<file path="src/rtl/fmap_dir_pkg.sv">
package fmap_dir_pkg;

    typedef enum logic [1:0] {
        ST_IDLE = 2'd0,
        ST_INV  = 2'd1,
        ST_WB   = 2'd2
    } dir_state_e;

    function automatic int unsigned bitcount(input logic [63:0] v);
        int unsigned c;
        c = 0;
        for (int i = 0; i < 64; i++) begin
            c += int'(v[i]);
        end
        return c;
    endfunction

endpackage

</file>
<file path="src/rtl/fmap_dir_store.sv">
module fmap_dir_store #(
    parameter int N_PROC   = 4,
    parameter int N_BLOCKS = 16,
    parameter int ADDR_W   = $clog2(N_BLOCKS)
) (
    input  logic              clk,
    input  logic              rst_n,
    input  logic [ADDR_W-1:0] rd_addr,
    output logic [N_PROC-1:0] rd_sh,
    output logic              rd_ex,
    input  logic              wr_en,
    input  logic [ADDR_W-1:0] wr_addr,
    input  logic [N_PROC-1:0] wr_sh,
    input  logic              wr_ex
);

    logic [N_PROC-1:0] sh_q [N_BLOCKS];
    logic              ex_q [N_BLOCKS];

    always_ff @(posedge clk or negedge rst_n) begin
        if (!rst_n) begin
            for (int b = 0; b < N_BLOCKS; b++) begin
                sh_q[b] <= '0;
                ex_q[b] <= 1'b0;
            end
        end else if (wr_en) begin
            sh_q[wr_addr] <= wr_sh;
            ex_q[wr_addr] <= wr_ex;
        end
    end

    assign rd_sh = sh_q[rd_addr];
    assign rd_ex = ex_q[rd_addr];

    AST_EXCL_SINGLE_OWNER: assert property (@(posedge clk) disable iff (!rst_n)
        (wr_en && wr_ex) |-> ($countones(wr_sh) == 1));

endmodule

</file>
<file path="src/rtl/fmap_dir_ack_ctr.sv">
module fmap_dir_ack_ctr
    import fmap_dir_pkg::*;
#(
    parameter int N_PROC = 4,
    localparam int CNT_W = $clog2(N_PROC + 1)
) (
    input  logic              clk,
    input  logic              rst_n,
    input  logic              load,
    input  logic [N_PROC-1:0] load_mask,
    input  logic [N_PROC-1:0] ack,
    output logic              busy,
    output logic              last
);

    typedef struct packed {
        logic [N_PROC-1:0] pend;
        logic [CNT_W-1:0]  cnt;
    } ack_regs_t;

    ack_regs_t a_d, a_q;
    logic [N_PROC-1:0] hit_mask;
    logic [CNT_W-1:0]  hits;

    always_comb begin
        a_d      = a_q;
        hit_mask = ack & a_q.pend;
        hits     = CNT_W'(bitcount(64'(hit_mask)));
        if (load) begin
            a_d.pend = load_mask;
            a_d.cnt  = CNT_W'(bitcount(64'(load_mask)));
        end else if (|a_q.pend) begin
            a_d.pend = a_q.pend & ~ack;
            a_d.cnt  = a_q.cnt - hits;
        end
    end

    always_ff @(posedge clk or negedge rst_n) begin
        if (!rst_n) a_q <= '0;
        else        a_q <= a_d;
    end

    assign busy = |a_q.pend;
    assign last = busy && (hits == a_q.cnt);

    AST_CNT_TRACKS_PEND: assert property (@(posedge clk) disable iff (!rst_n)
        a_q.cnt == CNT_W'($countones(a_q.pend)));
    AST_NO_LOAD_WHILE_BUSY: assert property (@(posedge clk) disable iff (!rst_n)
        load |-> !busy);

endmodule

</file>
<file path="src/rtl/fmap_dir_ctrl.sv">
module fmap_dir_ctrl
    import fmap_dir_pkg::*;
#(
    parameter int N_PROC   = 4,
    parameter int N_BLOCKS = 16,
    localparam int PID_W   = $clog2(N_PROC),
    localparam int ADDR_W  = $clog2(N_BLOCKS)
) (
    input  logic              clk,
    input  logic              rst_n,
    input  logic              req_valid,
    output logic              req_ready,
    input  logic              req_excl,
    input  logic [PID_W-1:0]  req_src,
    input  logic [ADDR_W-1:0] req_addr,
    output logic [N_PROC-1:0] cmd_inv,
    output logic [N_PROC-1:0] cmd_wb,
    output logic [ADDR_W-1:0] cmd_addr,
    input  logic [N_PROC-1:0] inv_ack,
    input  logic [N_PROC-1:0] wb_done,
    output logic              grant_valid,
    output logic              grant_excl,
    output logic [PID_W-1:0]  grant_dst,
    output logic [ADDR_W-1:0] grant_addr
);

    localparam logic [N_PROC-1:0] ONE_HOT0 = N_PROC'(1);

    typedef struct packed {
        dir_state_e        st;
        logic [PID_W-1:0]  src;
        logic [ADDR_W-1:0] addr;
        logic [N_PROC-1:0] owner;
        logic [N_PROC-1:0] inv;
        logic [N_PROC-1:0] wb;
        logic              gnt;
        logic              gex;
        logic [PID_W-1:0]  gdst;
        logic [ADDR_W-1:0] gaddr;
    } ctrl_regs_t;

    ctrl_regs_t r_d, r_q;

    logic [N_PROC-1:0] rd_sh;
    logic              rd_ex;
    logic              st_we;
    logic [ADDR_W-1:0] st_waddr;
    logic [N_PROC-1:0] st_wsh;
    logic              st_wex;
    logic              ac_load;
    logic [N_PROC-1:0] ac_mask;
    logic              ac_busy;
    logic              ac_last;
    logic [N_PROC-1:0] req_oh;
    logic [N_PROC-1:0] held_oh;
    logic [N_PROC-1:0] others;
    logic              wb_hit;

    fmap_dir_store #(
        .N_PROC   (N_PROC),
        .N_BLOCKS (N_BLOCKS),
        .ADDR_W   (ADDR_W)
    ) store_i (
        .clk     (clk),
        .rst_n   (rst_n),
        .rd_addr (req_addr),
        .rd_sh   (rd_sh),
        .rd_ex   (rd_ex),
        .wr_en   (st_we),
        .wr_addr (st_waddr),
        .wr_sh   (st_wsh),
        .wr_ex   (st_wex)
    );

    fmap_dir_ack_ctr #(
        .N_PROC (N_PROC)
    ) ackc_i (
        .clk       (clk),
        .rst_n     (rst_n),
        .load      (ac_load),
        .load_mask (ac_mask),
        .ack       (inv_ack),
        .busy      (ac_busy),
        .last      (ac_last)
    );

    always_comb begin
        r_d      = r_q;
        r_d.inv  = '0;
        r_d.wb   = '0;
        r_d.gnt  = 1'b0;
        st_we    = 1'b0;
        st_waddr = r_q.addr;
        st_wsh   = '0;
        st_wex   = 1'b0;
        ac_load  = 1'b0;
        ac_mask  = '0;
        req_oh   = ONE_HOT0 << req_src;
        held_oh  = ONE_HOT0 << r_q.src;
        others   = rd_sh & ~req_oh;
        wb_hit   = |(wb_done & r_q.owner);

        unique case (r_q.st)
            ST_IDLE: begin
                if (req_valid) begin
                    r_d.src   = req_src;
                    r_d.addr  = req_addr;
                    r_d.gdst  = req_src;
                    r_d.gaddr = req_addr;
                    st_waddr  = req_addr;
                    if (req_excl) begin
                        if (others == '0) begin
                            r_d.gnt = 1'b1;
                            r_d.gex = 1'b1;
                            st_we   = 1'b1;
                            st_wsh  = req_oh;
                            st_wex  = 1'b1;
                        end else begin
                            r_d.inv = others;
                            ac_load = 1'b1;
                            ac_mask = others;
                            r_d.st  = ST_INV;
                        end
                    end else if (rd_ex && (rd_sh != req_oh)) begin
                        r_d.wb    = rd_sh;
                        r_d.owner = rd_sh;
                        r_d.st    = ST_WB;
                    end else begin
                        r_d.gnt = 1'b1;
                        r_d.gex = 1'b0;
                        if (!rd_ex) begin
                            st_we  = 1'b1;
                            st_wsh = rd_sh | req_oh;
                            st_wex = 1'b0;
                        end
                    end
                end
            end
            ST_INV: begin
                if (ac_last) begin
                    r_d.gnt = 1'b1;
                    r_d.gex = 1'b1;
                    st_we   = 1'b1;
                    st_wsh  = held_oh;
                    st_wex  = 1'b1;
                    r_d.st  = ST_IDLE;
                end
            end
            ST_WB: begin
                if (wb_hit) begin
                    r_d.gnt = 1'b1;
                    r_d.gex = 1'b0;
                    st_we   = 1'b1;
                    st_wsh  = r_q.owner | held_oh;
                    st_wex  = 1'b0;
                    r_d.st  = ST_IDLE;
                end
            end
            default: r_d.st = ST_IDLE;
        endcase
    end

    always_ff @(posedge clk or negedge rst_n) begin
        if (!rst_n) r_q <= '0;
        else        r_q <= r_d;
    end

    assign req_ready   = (r_q.st == ST_IDLE);
    assign cmd_inv     = r_q.inv;
    assign cmd_wb      = r_q.wb;
    assign cmd_addr    = r_q.addr;
    assign grant_valid = r_q.gnt;
    assign grant_excl  = r_q.gex;
    assign grant_dst   = r_q.gdst;
    assign grant_addr  = r_q.gaddr;

    AST_READY_LOW_PENDING: assert property (@(posedge clk) disable iff (!rst_n)
        ((|cmd_inv) || (|cmd_wb)) |-> !req_ready);
    AST_INV_SKIPS_REQUESTER: assert property (@(posedge clk) disable iff (!rst_n)
        (|cmd_inv) |-> (cmd_inv[r_q.src] == 1'b0));
    AST_NO_EARLY_GRANT: assert property (@(posedge clk) disable iff (!rst_n)
        (r_q.st == ST_INV && !ac_last) |=> !grant_valid);
    AST_INV_WAIT_BUSY: assert property (@(posedge clk) disable iff (!rst_n)
        (r_q.st == ST_INV) |-> ac_busy);
    AST_WB_SINGLE_TARGET: assert property (@(posedge clk) disable iff (!rst_n)
        (|cmd_wb) |-> ($countones(cmd_wb) == 1));
    AST_WB_GRANT_SHARED: assert property (@(posedge clk) disable iff (!rst_n)
        (r_q.st == ST_WB && wb_hit) |=> (grant_valid && !grant_excl));

endmodule

</file>
<file path="config.mk">
export PLATFORM = sky130hd
export DESIGN_NAME = fmap_dir_ctrl
export DESIGN_NICKNAME = d
export VERILOG_FILES = /design/src/rtl/fmap_dir_pkg.sv /design/src/rtl/fmap_dir_store.sv /design/src/rtl/fmap_dir_ack_ctr.sv /design/src/rtl/fmap_dir_ctrl.sv
export SDC_FILE = /design/constraint.sdc
export NUM_CORES = 1
export LEC_CHECK = 0
export BUFFER_PORTS_ARGS = -buffer_cell sky130_fd_sc_hd__buf_2
export CAP_MARGIN = 25
export CORE_UTILIZATION = 53
export CTS_BUF_LIST = sky130_fd_sc_hd__clkbuf_8
export CTS_CLUSTER_DIAMETER = 60
export CTS_CLUSTER_SIZE = 12
export DETAILED_ROUTE_END_ITERATION = 7
export PLACE_DENSITY_LB_ADDON = 0.25
export SYNTH_ARGS = -nofsm -noshare
export SYNTH_HDL_FRONTEND = slang
export SYNTH_SLANG_ARGS = --single-unit
</file>
<file path="constraint.sdc">
create_clock -name clk -period 7.2 [get_ports clk]
set_input_delay 0.36 -clock clk [delete_from_list [all_inputs] [get_ports clk]]
set_output_delay 0.36 -clock clk [all_outputs]
set_load 0.02 [all_outputs]
</file>
# Yosys cells after proc, flatten, opt, wreduce, memory -nomap -nowiden
# Cells that the tools add are included.
classes:
  n_div: 0
  multipliers: 0
  order_cmp: 3
  shifts: 2
  n_eq_ne: 11
  n_mux: 61
  bitwise: 11
  reduce_logical: 13
  n_addsub: 7
op_table:
  columns: ["op", "count"]
  rows:
  - ["$mux 4", 20]
  - ["$bwmux 64", 1]
  - ["$mux 28", 1]
  - ["$mux 2", 10]
  - ["$and 4x4->4", 4]
  - ["$bmux 4 s4", 1]
  - ["$bwmux 16", 1]
  - ["$demux 4 s4", 1]
  - ["$mux 1", 16]
  - ["$mux 7", 2]
  - ["$add 3x1->3", 4]
  - ["$pmux 2 s3", 2]
  - ["$pmux 4 s3", 1]
  - ["$ge 5x5->1 const B", 2]
  - ["$not 4->5", 2]
  - ["$mux 8", 1]
  - ["$not 4->4", 2]
  - ["$or 4x4->4", 2]
  - ["$reduce_or 4->1", 2]
  - ["$shl 1x2->4 const A", 2]
  - ["$ne 2x2->1 const B", 3]
  - ["$ne 3x3->1 const B", 2]
  - ["$reduce_and 6->1", 1]
  - ["$lt 5x1->1 const B", 1]
  - ["21 further kinds", 24]
totals:
  regBits: 109
  output_inout_bits: 21
  memories: 0
  ram_bits: 0
  romBits: 0
  latchBits: 0

# Longest topological paths before layout
# Gate-level depths: netlist of the first run.
depth:
  depth_word: 14
  ltp_mapped: 16
  mapped_depth_nobuf: 14

# Modules after synthesis
# A second synthesis of the first run with hierarchy kept.
unflattened:
  cells_unflattened: 436
  area_unflattened_um2: 5547.8
by_module_without_submodules:
  columns: ["mod", "area_each_um2", "instances", "cells_each"]
  rows:
  - ["fmap_dir_store", 3684.8, 1, 241]
  - ["fmap_dir_ctrl", 1317.5, 1, 138]
  - ["fmap_dir_ack_ctr", 545.5, 1, 57]

# Worst setup path after synthesis of the first run
# Ideal clock, no wire load.
synth_timing:
  path_kind: "input -> register"
  start: "input req_addr[0]"
  end: "register store_i.ex_q[8] (netlist bit)"
  required_ns: 7.075
  cell_stages: 11
  path_slack_ns: 3.030
  arrival_time_ns: 4.046
  path_buffers: 2
  cell_sequence: "buf_6 -> buf_1 -> mux4_2 -> mux4_2 -> ha_1 -> or4_1 -> a21boi_2 -> and2_1 -> nand2_1 -> o31ai_4 -> mux2_2"
synth_via:
  elab_chain_len: 11
synth_lines:
  columns: ["item", "line_no", "text"]
  rows:
  - ["start, declared", "fmap_dir_ctrl.sv:15", "input logic [ADDR_W-1:0] req_addr,"]
  - ["$not 4->5 (implied by the code) *", "fmap_dir_store.sv:32", "assign rd_sh = sh_q[rd_addr];"]
  - ["$bmux 4 s4 *", "fmap_dir_store.sv:32", null]
  - ["$mux 4 (implied by the code) * (2 in series)", "fmap_dir_store.sv:32", null]
  - ["named net rd_sh[0]", "fmap_dir_ctrl.sv:44", "logic [N_PROC-1:0] rd_sh;"]
  - ["$and 4x4->4", "fmap_dir_ctrl.sv:100", "others = rd_sh & ~req_oh;"]
  - ["$logic_not 4->1", "fmap_dir_ctrl.sv:112", "if (others == '0) begin"]
  - ["$mux 1", "fmap_dir_ctrl.sv:112", null]
  - ["$mux 1", "fmap_dir_ctrl.sv:111", "if (req_excl) begin"]
  - ["$mux 1", "fmap_dir_ctrl.sv:105", "if (req_valid) begin"]
  - ["$pmux 1 s2", "fmap_dir_ctrl.sv:103", "unique case (r_q.st)"]
  - ["$bwmux 16", "fmap_dir_store.sv:28", "ex_q[wr_addr] <= wr_ex;"]
  - ["end signal, assigned by index", "fmap_dir_store.sv:28", null]
  - ["end, declared", "fmap_dir_store.sv:18", "logic ex_q [N_BLOCKS];"]
# Mark *: on every way through the listed nets, which the timed path passes. The rest lies on a longest branch. The select of a mux whose other input is x is not followed.
# A chain may end at the register's enable or synchronous reset.

# Worst setup path after layout of the first run
layout_timing:
  start: "input req_addr[0]"
  end: "register store_i.ex_q[11] (netlist bit)"
# Same word-level chain as after synthesis.

==> impl_results.md, run 1 <==
* Hold Slack at 18.19 ps
* Initial DRT Pass Iterations at 4
* Fill cells at 896
* Final min period at 4473 ps
* Area of the multi-input gates at 2917 um^2
* Worst Path Class, Setup: input pin to flop
* Post-route ant nets at 0
* Post-synthesis sequential area ratio at 45.95%
* Max Transition Viols Final at 0
* Root Driver: clkbuf_8
* Slew margin rel. at 34.19%
* Asr flop ratio synth at 100.0%
* Post-layout net count at 506
* I/O Buffers at 38
* Worst setup SP type: input pin
* WP data arrival at 4750 ps
* Final setup viols at 0
* Die Area at 11630 um^2
* Largest net degree at the start of global routing at 58
* Dpl cells at 600
* DP HPWL at 9.208 mm
* Least-Margin Pin Slew at 959.8 ps
* Fraction of layout cells with a size suffix above 1 at 35.71%
* Clock Latency Late Sink at 390 ps
* Main synth FF type: dfrtp_1
* R2r startpoint: store_i.sh_q[0]$_DFFE_PN0P_
* VDD IR-drop max at 207.6 uV
* Num ports at 39
* Final Util at 58.06%
* EDFF count, synth at 0
* Final wirelength at 12.77 mm
* Setup crit end kind: flop
* Area Overhead vs Synth at 6.492%
* Max Buffers Root-to-Sink at 2
* CP required at 7480 ps
* Flops & latches, synth at 109
* F_max at 0.2236 GHz
* Average size of a mapped cell at 13.13 um^2
* First-pass GRT wire length at 20.73 mm
* Worst setup path start: req_addr[0]
* Clk slew on worst S/H paths at 90 ps
* RD Place Congestion at 0.8958
* CTS sink cnt at 109
* Register Area at 2728 um^2
* CORE AREA at 10890 um^2
* PwrDens at 302.2 nW/um^2
* Mapped Nets at 487
* Tcrit/Tclk final at 62.13%
* H-Tree Depth at 3
* Die height at 107.8 um
* Gates resized, CTS repair at 0
* Fin. Hold Viols at 0
* Static leakage at 3.016 nW
* Status: finished clean
* Via density per instance at 5.945
* Total number of yosys warnings at 0
* Unique masters post-synth at 52
* DR DRC count at 0
* Via count at 3662
* CTS tree: built
* Num rows at 38
* Max-cap viol count at 0
* Grt ovf at 0
* Setup Skew at 9.473 ps
* Number of antenna violations at the first check in global routing at 0
* Vias in the first global route at 3813
* Critical path peak fanout at 29
* Post-route insts no fill at 616
* Setup repair bufs after CTS at 0
* RSZ-0062 raised after global routing: false
* Mapped Cells at 452
* Total track usage at 24.49%
* Starting Density at 54.52%
* Post-DR wirelength/cell at 20.73 um
* Hold-fix buffers, CTS at 0
* Worst hold path type: input pin to async pin
* Post-route setup TNS at 0 ps
* N_diodes at 0
* Number of buffers created by CTS at 9
* Die Width at 107.8 um
* DR iter-0 viols at 251
* Synthesized cell area at 5936 um^2
[where the power goes]
group | internal [mW] | switching [mW]
combinational | 0.284 | 0.375
clock | 0.167 | 0.199
sequential | 0.775 | 0.111
total | 1.23 | 0.684
[worst paths after layout]
| check | to | slack, ps | depth (start not counted) |
|---|---|---|---|
| worst min register to register | store_i.sh_q[50]$_DFFE_PN0P_ | 490 | 1 |
| worst max register to register | store_i.ex_q[11]$_DFFE_PN0P_ | 3130 | 9 |
| worst min-delay path | ackc_i.a_q[1]$_DFFE_PN0P_ | 20 | 1 |
| max in group asynchronous | r_q[17]$_DFFE_PN0P_ | 6050 | 2 |
| min in group clk | ackc_i.a_q[4]$_DFFE_PN0P_ | 280 | 3 |
| worst max-delay path | store_i.ex_q[11]$_DFFE_PN0P_ | 2730 | 10 |
[cell usage in the layout (no fill, tap or decap), drive strengths merged, types with 2 or more instances in the layout]
cell type / count
nand2: 30
o32ai: 2
mux4: 20
nor3: 2
fa: 3
ha: 14
clkinv: 4
or4: 3
o211ai: 3
xor2: 2
and2: 5
o31ai: 14
a21o: 2
a32oi: 4
nor2: 21
dfrtp: 109
inv: 19
nand2b: 5
a22oi: 6
o21ai: 4
a21oi: 11
and3: 5
mux2i: 14
nor2b: 6
a31o: 4
buf: 44
nand3: 10
mux2: 88
clkbuf: 10
[final cells by class]
class,instances,area share [%]
clock buffer,10,2.177
inverter,19,1.128
clock inverter,6,0.8709
timing repair buffer,44,3.761
tap,140,2.771
multi-input combinational,288,46.14
sequential,109,43.15
[Yosys cell counts (all sizes together), types with 2 or more instances]
cell type | number | area, um^2
a22oi | 6 | 50.05
dfrtp | 109 | 2728
nor3 | 2 | 10.01
a31o | 4 | 35.03
and2 | 5 | 32.53
a21o | 2 | 15.01
fa | 3 | 60.06
xor2 | 2 | 17.52
or4 | 3 | 22.52
o31ai | 14 | 231.5
nor2 | 21 | 78.83
ha | 14 | 175.2
nand2 | 30 | 115.1
nand2b | 5 | 33.78
o21ai | 4 | 20.02
and3 | 5 | 31.28
o211ai | 3 | 27.52
buf | 29 | 198.9
o32ai | 2 | 55.05
a21oi | 11 | 55.05
mux2 | 88 | 1028
inv | 17 | 63.81
a32oi | 4 | 35.03
nand3 | 10 | 62.56
clkinv | 2 | 7.510
mux2i | 14 | 140.1
mux4 | 20 | 450.4
nor2b | 6 | 37.54
clkbuf | 7 | 26.28
[per-layer routing]
metal / vias up / GRT usage [%] / wire length, um
met5: - / 0 / 0
met1: 1882 / 31.21 / 5475
li1: 1664 / - / -
met3: 24 / 5.206 / 600
met2: 92 / 40.71 / 6404
met4: 0 / 9.589 / 289
[state kept, by name (all words and copies together) (netlist names)]
| name | flops |
|---|---|
| grant_valid | 1 |
| grant_addr | 4 |
| cmd_inv | 4 |
| grant_dst | 2 |
| store_i.ex_q | 16 |
| r_q | 6 |
| ackc_i.a_q | 7 |
| grant_excl | 1 |
| store_i.sh_q | 64 |
| cmd_wb | 4 |
[worst max-delay path, stage by stage]
cell	delay, ps
buf_2	670
mux4_2	640
mux4_2	540
ha_1	250
or4_1	600
a21boi_2	250
and2b_1	190
nand2b_1	160
o31ai_2	660
mux2_2	410
[metrics by stage]
step | instance area [um^2] | power, mW | worst slack [ps]
CTS | 6321 | 1.927 | 2745
global route | 6321 | 2.024 | 2559
global placement | 6128 | 1.534 | 2356
detailed placement | 6128 | 1.558 | 2321
floorplan | 5936 | 1.393 | 3030
finish | 6321 | 1.910 | 2727
[cell families after synthesis]
| group | Yosys count | synth area share, % |
|---|---|---|
| muxes | 122 | 27.28 |
| DFF | 109 | 45.95 |
| and+or+nand+nor | 93 | 7.947 |
| buffers and inverters | 55 | 4.996 |
| AOI/OAI and AO/OA | 53 | 9.422 |
| adders and majority gates | 17 | 3.963 |
| xor gates and xnor gates | 3 | 0.4427 |
(Power assumes the default switching activity.)
==> run 2, diff against run 1 <==
==> constraint.sdc (replaced) <==
create_clock -name clk -period 4.5 [get_ports clk]
set_input_delay 0.225 -clock clk [delete_from_list [all_inputs] [get_ports clk]]
set_output_delay 0.225 -clock clk [all_outputs]
set_load 0.02 [all_outputs]
==> impl_results.md, run 2 (synthesized netlist as in run 1, its figures left out) <==
* WP data arrival at 4220 ps (-530 ps)
* R2R Setup Slk at 560 ps (-2570 ps)
* Clock Latency Late Sink at 400 ps (about the same)
* Fin. Hold Viols at 0 (unchanged)
* Post-layout net count at 516 (+2.0%)
* Number of antenna violations at the first check in global routing at 0 (unchanged)
* RD Place Congestion at 0.8418 (-6.0%)
* Tcrit/Tclk final at 87.47%
* Cell Int Power at 1.916 mW (+56%)
* Commonest non-fill, non-tap cell in the layout: dfrtp_1
* Num rows at 38 (unchanged)
* Initial DRT Pass Iterations at 4 (unchanged)
* Starting Density at 54.52% (unchanged)
* Die Area at 11630 um^2 (unchanged)
* Slew margin rel. at 29.55% (-4.6 points)
* Critical path peak fanout at 5 (-83%)
* Clk slew on worst S/H paths at 110 ps (+20 ps)
* VDD IR-drop max at 348.9 uV (+68%)
* CTS tree: built
* Static leakage at 3.058 nW (+1.4%)
* Worst hold start: inv_ack[1]
* Area Overhead vs Synth at 7.884%
* Switching share of power at 37.18% (+1.4 points)
* Status: finished clean
* Root Driver: clkbuf_8
* Hold Slack at 136.8 ps (+118.7 ps)
* Die height at 107.8 um (unchanged)
* Dpl cells at 608 (+1.3%)
* PnR worst setup slack at 564.0 ps (-2163 ps)
* Post-route ant nets at 0 (unchanged)
* Comb pwr share at 34.7% (+0.2 points)
* Setup repair bufs after CTS at 0 (unchanged)
* First-pass GRT wire length at 20.78 mm (+0.23%)
* N_diodes at 0 (unchanged)
* Worst setup SP type: flop
* Psw at 1.134 mW (+66%)
* DP HPWL at 9.448 mm (+2.6%)
* Grt ovf at 0 (unchanged)
* Via density per instance at 5.877 (-1.1%)
* Total track usage at 24.50% (about the same)
* Final min period at 3936 ps
* Max Transition Viols Final at 0 (unchanged)
* Fraction of layout cells with a size suffix above 1 at 37.11% (+1.4 points)
* Hold-fix buffers, CTS at 1 (+1)
* CTS sink cnt at 109 (unchanged)
* Vias in the first global route at 3702 (-2.9%)
* Post-Place Worst Slack at 297.8 ps (-2023 ps)
* F_max at 0.2541 GHz
* CP required at 4780 ps (-2700 ps)
* PwrDens at 476.2 nW/um^2 (+58%)
* Num ports at 39 (unchanged)
* R2r startpoint: store_i.sh_q[29]$_DFFE_PN0P_
* Setup Skew at 16.81 ps (+7.338 ps)
* H-Tree Depth at 3 (unchanged)
* Max-cap viol count at 0 (unchanged)
* Largest register by flop count: store_i.sh_q
* Worst setup path start: store_i.sh_q[29]$_DFFE_PN0P_
* Die Width at 107.8 um (unchanged)
* Setup crit end kind: flop
* Final wirelength at 13.00 mm (+1.8%)
* Worst Path Class, Setup: flop to flop
* CORE AREA at 10890 um^2 (unchanged)
* Final setup viols at 0 (unchanged)
* Via count at 3673 (+0.30%)
* Commonest non-fill, non-tap cells in the layout: dfrtp_1, mux2_2, buf_2
* Post-DR wirelength/cell at 20.80 um (+0.35%)
* Clock power frac at 18.6% (-0.5 points)
* Largest register FFs at 64 (unchanged)
* Number of buffers created by CTS at 9 (unchanged)
* DR DRC count at 0 (unchanged)
* Post-route insts no fill at 625 (+1.5%)
* RSZ-0062 raised after global routing: false
* Worst hold path type: input pin to flop
* I/O Buffers at 38 (unchanged)
* Largest net degree at the start of global routing at 65 (+12%)
* Top flop regs: store_i.sh_q (64), store_i.ex_q (16), ackc_i.a_q (7)
* Least-Margin Pin Slew at 1027 ps (+67.56 ps)
* Post-route setup TNS at 0 ps (unchanged)
* Seq pwr share at 46.7% (+0.3 points)
* Gates resized, CTS repair at 0 (unchanged)
* Max Buffers Root-to-Sink at 2 (unchanged)
* DR iter-0 viols at 231 (-8.0%)
## run 2: changes by cell type in the layout (fill, tap and decap cells not counted), moves of 2 or more
| cell | before | now |
|---|---|---|
| buf_4 | 7 | 14 |
| clkinv_2 | 2 | 0 |
| inv_1 | 19 | 17 |
| inv_6 | 0 | 3 |
## run 2: metrics by stage
step / instance area [um^2] / utilization, % / power [mW]
finish: 6404 / 58.81 / 3.049
global route: 6404 / 58.81 / 3.227
CTS: 6389 / 58.68 / 3.065
detailed placement: 6201 / 56.95 / 2.496
global placement: 6201 / 56.95 / 2.461
floorplan: 5936 / - / 2.228
## run 2: layout make-up
cell class / count / area [um^2]
clock buffers: 9 / 123.9
clock inverters: 6 / 53.80
fillers: 857 / 4484
inverters: 19 / 71.32
multi-input cells: 288 / 2917
flip-flops and latches: 109 / 2728
well taps: 140 / 175.2
repair buffers: 54 / 335.3
## run 2: critical path: stages (launching register included)
cell and delay (ps):
dfrtp_1 420, mux4_2 470, mux4_2 520, ha_1 230, or4_1 580, a21boi_2 250
and2_1 260, nand2_1 210, o31ai_4 470, mux2_2 390
## run 2: metal layers
metal  wire length [um]  GRT usage [%]  up-vias
met5                  0              0        -
met4                307          10.47        0
met3                556          4.600       21
met2               6261          39.06       86
met1               5876          32.73     1886
li1                   -              -     1680
## run 2: power by group through the flow
| stage | Clock (mW) | Sequential, mW | Combinational [mW] |
|---|---|---|---|
| after floorplan | 0 | 1.38 | 0.846 |
| after global placement | 0 | 1.43 | 1.03 |
| after detailed placement | 0 | 1.44 | 1.06 |
| after CTS | 0.582 | 1.42 | 1.06 |
| after global routing | 0.619 | 1.45 | 1.15 |
| final | 0.566 | 1.42 | 1.06 |
## run 2: worst paths after layout
path                                                 to  cells past startpoint
setup reg to reg           store_i.sh_q[35]$_DFFE_PN0P_                      9
hold / removal                ackc_i.a_q[4]$_DFFE_PN0P_                      3
max in group asynchronous  store_i.sh_q[58]$_DFFE_PN0P_                      3
hold reg to reg            store_i.sh_q[62]$_DFFE_PN0P_                      1
setup / recovery           store_i.sh_q[35]$_DFFE_PN0P_                      9
min in group asynchronous     ackc_i.a_q[1]$_DFFE_PN0P_                      2
==> run 3, diff against run 2 <==
--- a/config.mk
+++ b/config.mk
@@ -13,6 +13,7 @@
 export CTS_CLUSTER_SIZE = 12
 export DETAILED_ROUTE_END_ITERATION = 7
 export PLACE_DENSITY_LB_ADDON = 0.25
+export RECOVER_POWER = 25
 export SYNTH_ARGS = -nofsm -noshare
 export SYNTH_HDL_FRONTEND = slang
 export SYNTH_SLANG_ARGS = --single-unit
==> impl_results.md, run 3 (synthesized netlist as in run 1, its figures left out) <==
* CTS sink cnt at 109 (unchanged)
* Number of buffers created by CTS at 9 (unchanged)
* Psw at 1.135 mW (about the same)
* Worst setup SP type: flop
* Tcrit/Tclk final at 87.52% (about the same)
* DR DRC count at 0 (unchanged)
* Comb pwr share at 34.7% (about the same)
* Slowest Stage Delay on Critical Path at 580 ps (about the same)
* CP required at 4780 ps (about the same)
* Max Buffers Root-to-Sink at 2 (unchanged)
* Seq pwr share at 46.7% (about the same)
* Vias in the first global route at 3702 (unchanged)
* N_diodes at 0 (unchanged)
* Worst Path Class, Setup: flop to flop
* Violated checks: capacitance limit, slew limit
* RD Place Congestion at 0.8418 (unchanged)
* Setup repair bufs after CTS at 0 (unchanged)
* Clock power frac at 18.6% (about the same)
* Switching share of power at 37.20% (about the same)
* Num rows at 38 (unchanged)
* CP max-delay cell: or4_1
* Die Area at 11630 um^2 (unchanged)
* Die height at 107.8 um (unchanged)
* Final wirelength at 13.01 mm (about the same)
* Clock Latency Late Sink at 400 ps (about the same)
* Post-layout net count at 516 (unchanged)
* Critical path peak fanout at 5 (unchanged)
* Post-route insts no fill at 625 (unchanged)
* Top delay family on crit path: multiplexers
* VDD IR-drop max at 349.2 uV (about the same)
* DP HPWL at 9.448 mm (unchanged)
* CORE AREA at 10890 um^2 (unchanged)
* Max-cap viol count at 1 (+1)
* H-Tree Depth at 3 (unchanged)
* Grt ovf at 0 (unchanged)
* Via density per instance at 5.882 (about the same)
* Gates resized, CTS repair at 0 (unchanged)
* DR iter-0 viols at 231 (unchanged)
* I/O Buffers at 38 (unchanged)
* Die Width at 107.8 um (unchanged)
* R2R Setup Slk at 560 ps (about the same)
* Initial DRT Pass Iterations at 4 (unchanged)
* CTS tree: built
* Via count at 3676 (+0.082%)
* Post-DR wirelength/cell at 20.81 um (about the same)
* Post-Place Worst Slack at 297.8 ps (unchanged)
* First-pass GRT wire length at 20.78 mm (unchanged)
* Largest register FFs at 64 (unchanged)
* Max Transition Viols Final at 65 (+65)
* Hold-fix buffers, CTS at 1 (unchanged)
* Fin. Hold Viols at 0 (unchanged)
* Starting Density at 54.52% (unchanged)
* Status: finished with violations
* Final min period at 3939 ps (+2.649 ps)
* Commonest non-fill, non-tap cell in the layout: dfrtp_1
* Area Overhead vs Synth at 7.820% (about the same)
* Crit-path cells: mux4_2 > mux4_2 > ha_1 > or4_1 > a21boi_2 > and2_1 > nand2_1 > o31ai_4 > mux2_2
* Setup crit end kind: flop
* Fraction of layout cells with a size suffix above 1 at 36.91% (-0.21 points)
* F_max at 0.2539 GHz (about the same)
* Root Driver: clkbuf_8
* Post-route setup TNS at 0 ps (unchanged)
* Number of antenna violations at the first check in global routing at 0 (unchanged)
* Dpl cells at 608 (unchanged)
* PnR worst setup slack at 561.4 ps (-2.649 ps)
* RSZ-0062 raised after global routing: false
* Final setup viols at 0 (unchanged)
* Least-Margin Pin Slew at 3452 ps (+2425 ps)
* PwrDens at 476.6 nW/um^2 (about the same)
* Worst hold path type: input pin to flop
* Setup Skew at 16.80 ps (-0.01120 ps)
* Crit path top cell by count: mux4_2
* Static leakage at 3.055 nW (-0.12%)
* Top flop regs: store_i.sh_q (64), store_i.ex_q (16), ackc_i.a_q (7)
* Largest net degree at the start of global routing at 65 (unchanged)
* Post-route ant nets at 0 (unchanged)
* Total track usage at 24.50% (unchanged)
* Num ports at 39 (unchanged)
* Slew margin rel. at -130.2% (-160 points)
* Hold Slack at 134.5 ps (-2.381 ps)
* Largest register by flop count: store_i.sh_q
* Commonest non-fill, non-tap cells in the layout: dfrtp_1, mux2_2, buf_2
* Clk slew on worst S/H paths at 110 ps (about the same)
* Cell Int Power at 1.915 mW (about the same)
* CP Buf/Inv Count at 0 (unchanged)
* WP data arrival at 4220 ps (about the same)
[run 3: changes by cell type in the layout (fill, tap and decap cells not counted)]
| cell | before | now |
|---|---|---|
| clkbuf_1 | 0 | 1 |
| buf_4 | 14 | 13 |
[run 3: metal layers]
layer	GRT usage, %	up-vias	wire (um)	part of all wire [%]
li1	-	1680	-	-
met1	32.73	1889	5868	45
met2	39.06	85	6256	48
met3	4.600	22	552	4.2
met4	10.47	0	331	2.5
met5	0	-	0	0
[run 3: final cells by class]
cell class	instances	area [um^2]
clock buffer	9	123.9
clock inverter	6	53.80
fill	857	4488
inverter	19	71.32
multi-input combinational	288	2917
sequential	109	2728
tap	140	175.2
timing repair buffer	54	331.6
[run 3: worst min-delay path, delay by kind of cell]
kind,cells,cell delay (ps)
buffers and inverters,2,140
AO/OA/AOI/OAI,1,130
[run 3: power groups by stage]
stage / logic [mW] / registers [mW] / clock network (mW)
3_5_place_dp: 1.06 / 1.44 / 0
2_1_floorplan: 0.846 / 1.38 / 0
3_3_place_gp: 1.03 / 1.43 / 0
4_1_cts: 1.06 / 1.42 / 0.582
5_1_grt: 1.15 / 1.45 / 0.619
6_report: 1.06 / 1.42 / 0.568
[run 3: path summary, 6_finish.rpt]
path,start,to,cells after the start
min in group asynchronous,rst_n,ackc_i.a_q[1]$_DFFE_PN0P_,2
worst max register to register,store_i.sh_q[29]$_DFFE_PN0P_,store_i.sh_q[35]$_DFFE_PN0P_,9
worst max-delay path,store_i.sh_q[29]$_DFFE_PN0P_,store_i.sh_q[35]$_DFFE_PN0P_,9
worst min register to register,store_i.sh_q[62]$_DFFE_PN0P_,store_i.sh_q[62]$_DFFE_PN0P_,1
max in group asynchronous,rst_n,store_i.sh_q[58]$_DFFE_PN0P_,3
worst min-delay path,inv_ack[1],ackc_i.a_q[4]$_DFFE_PN0P_,3
[run 3: metrics by stage]
stage | utilization (%) | power [mW] | cell area [um^2]
2_1_floorplan | - | 2.228 | 5936
3_3_place_gp | 56.95 | 2.461 | 6201
3_5_place_dp | 56.95 | 2.496 | 6201
4_1_cts | 58.68 | 3.065 | 6389
5_1_grt | 58.78 | 3.226 | 6400
6_report | 58.78 | 3.050 | 6400
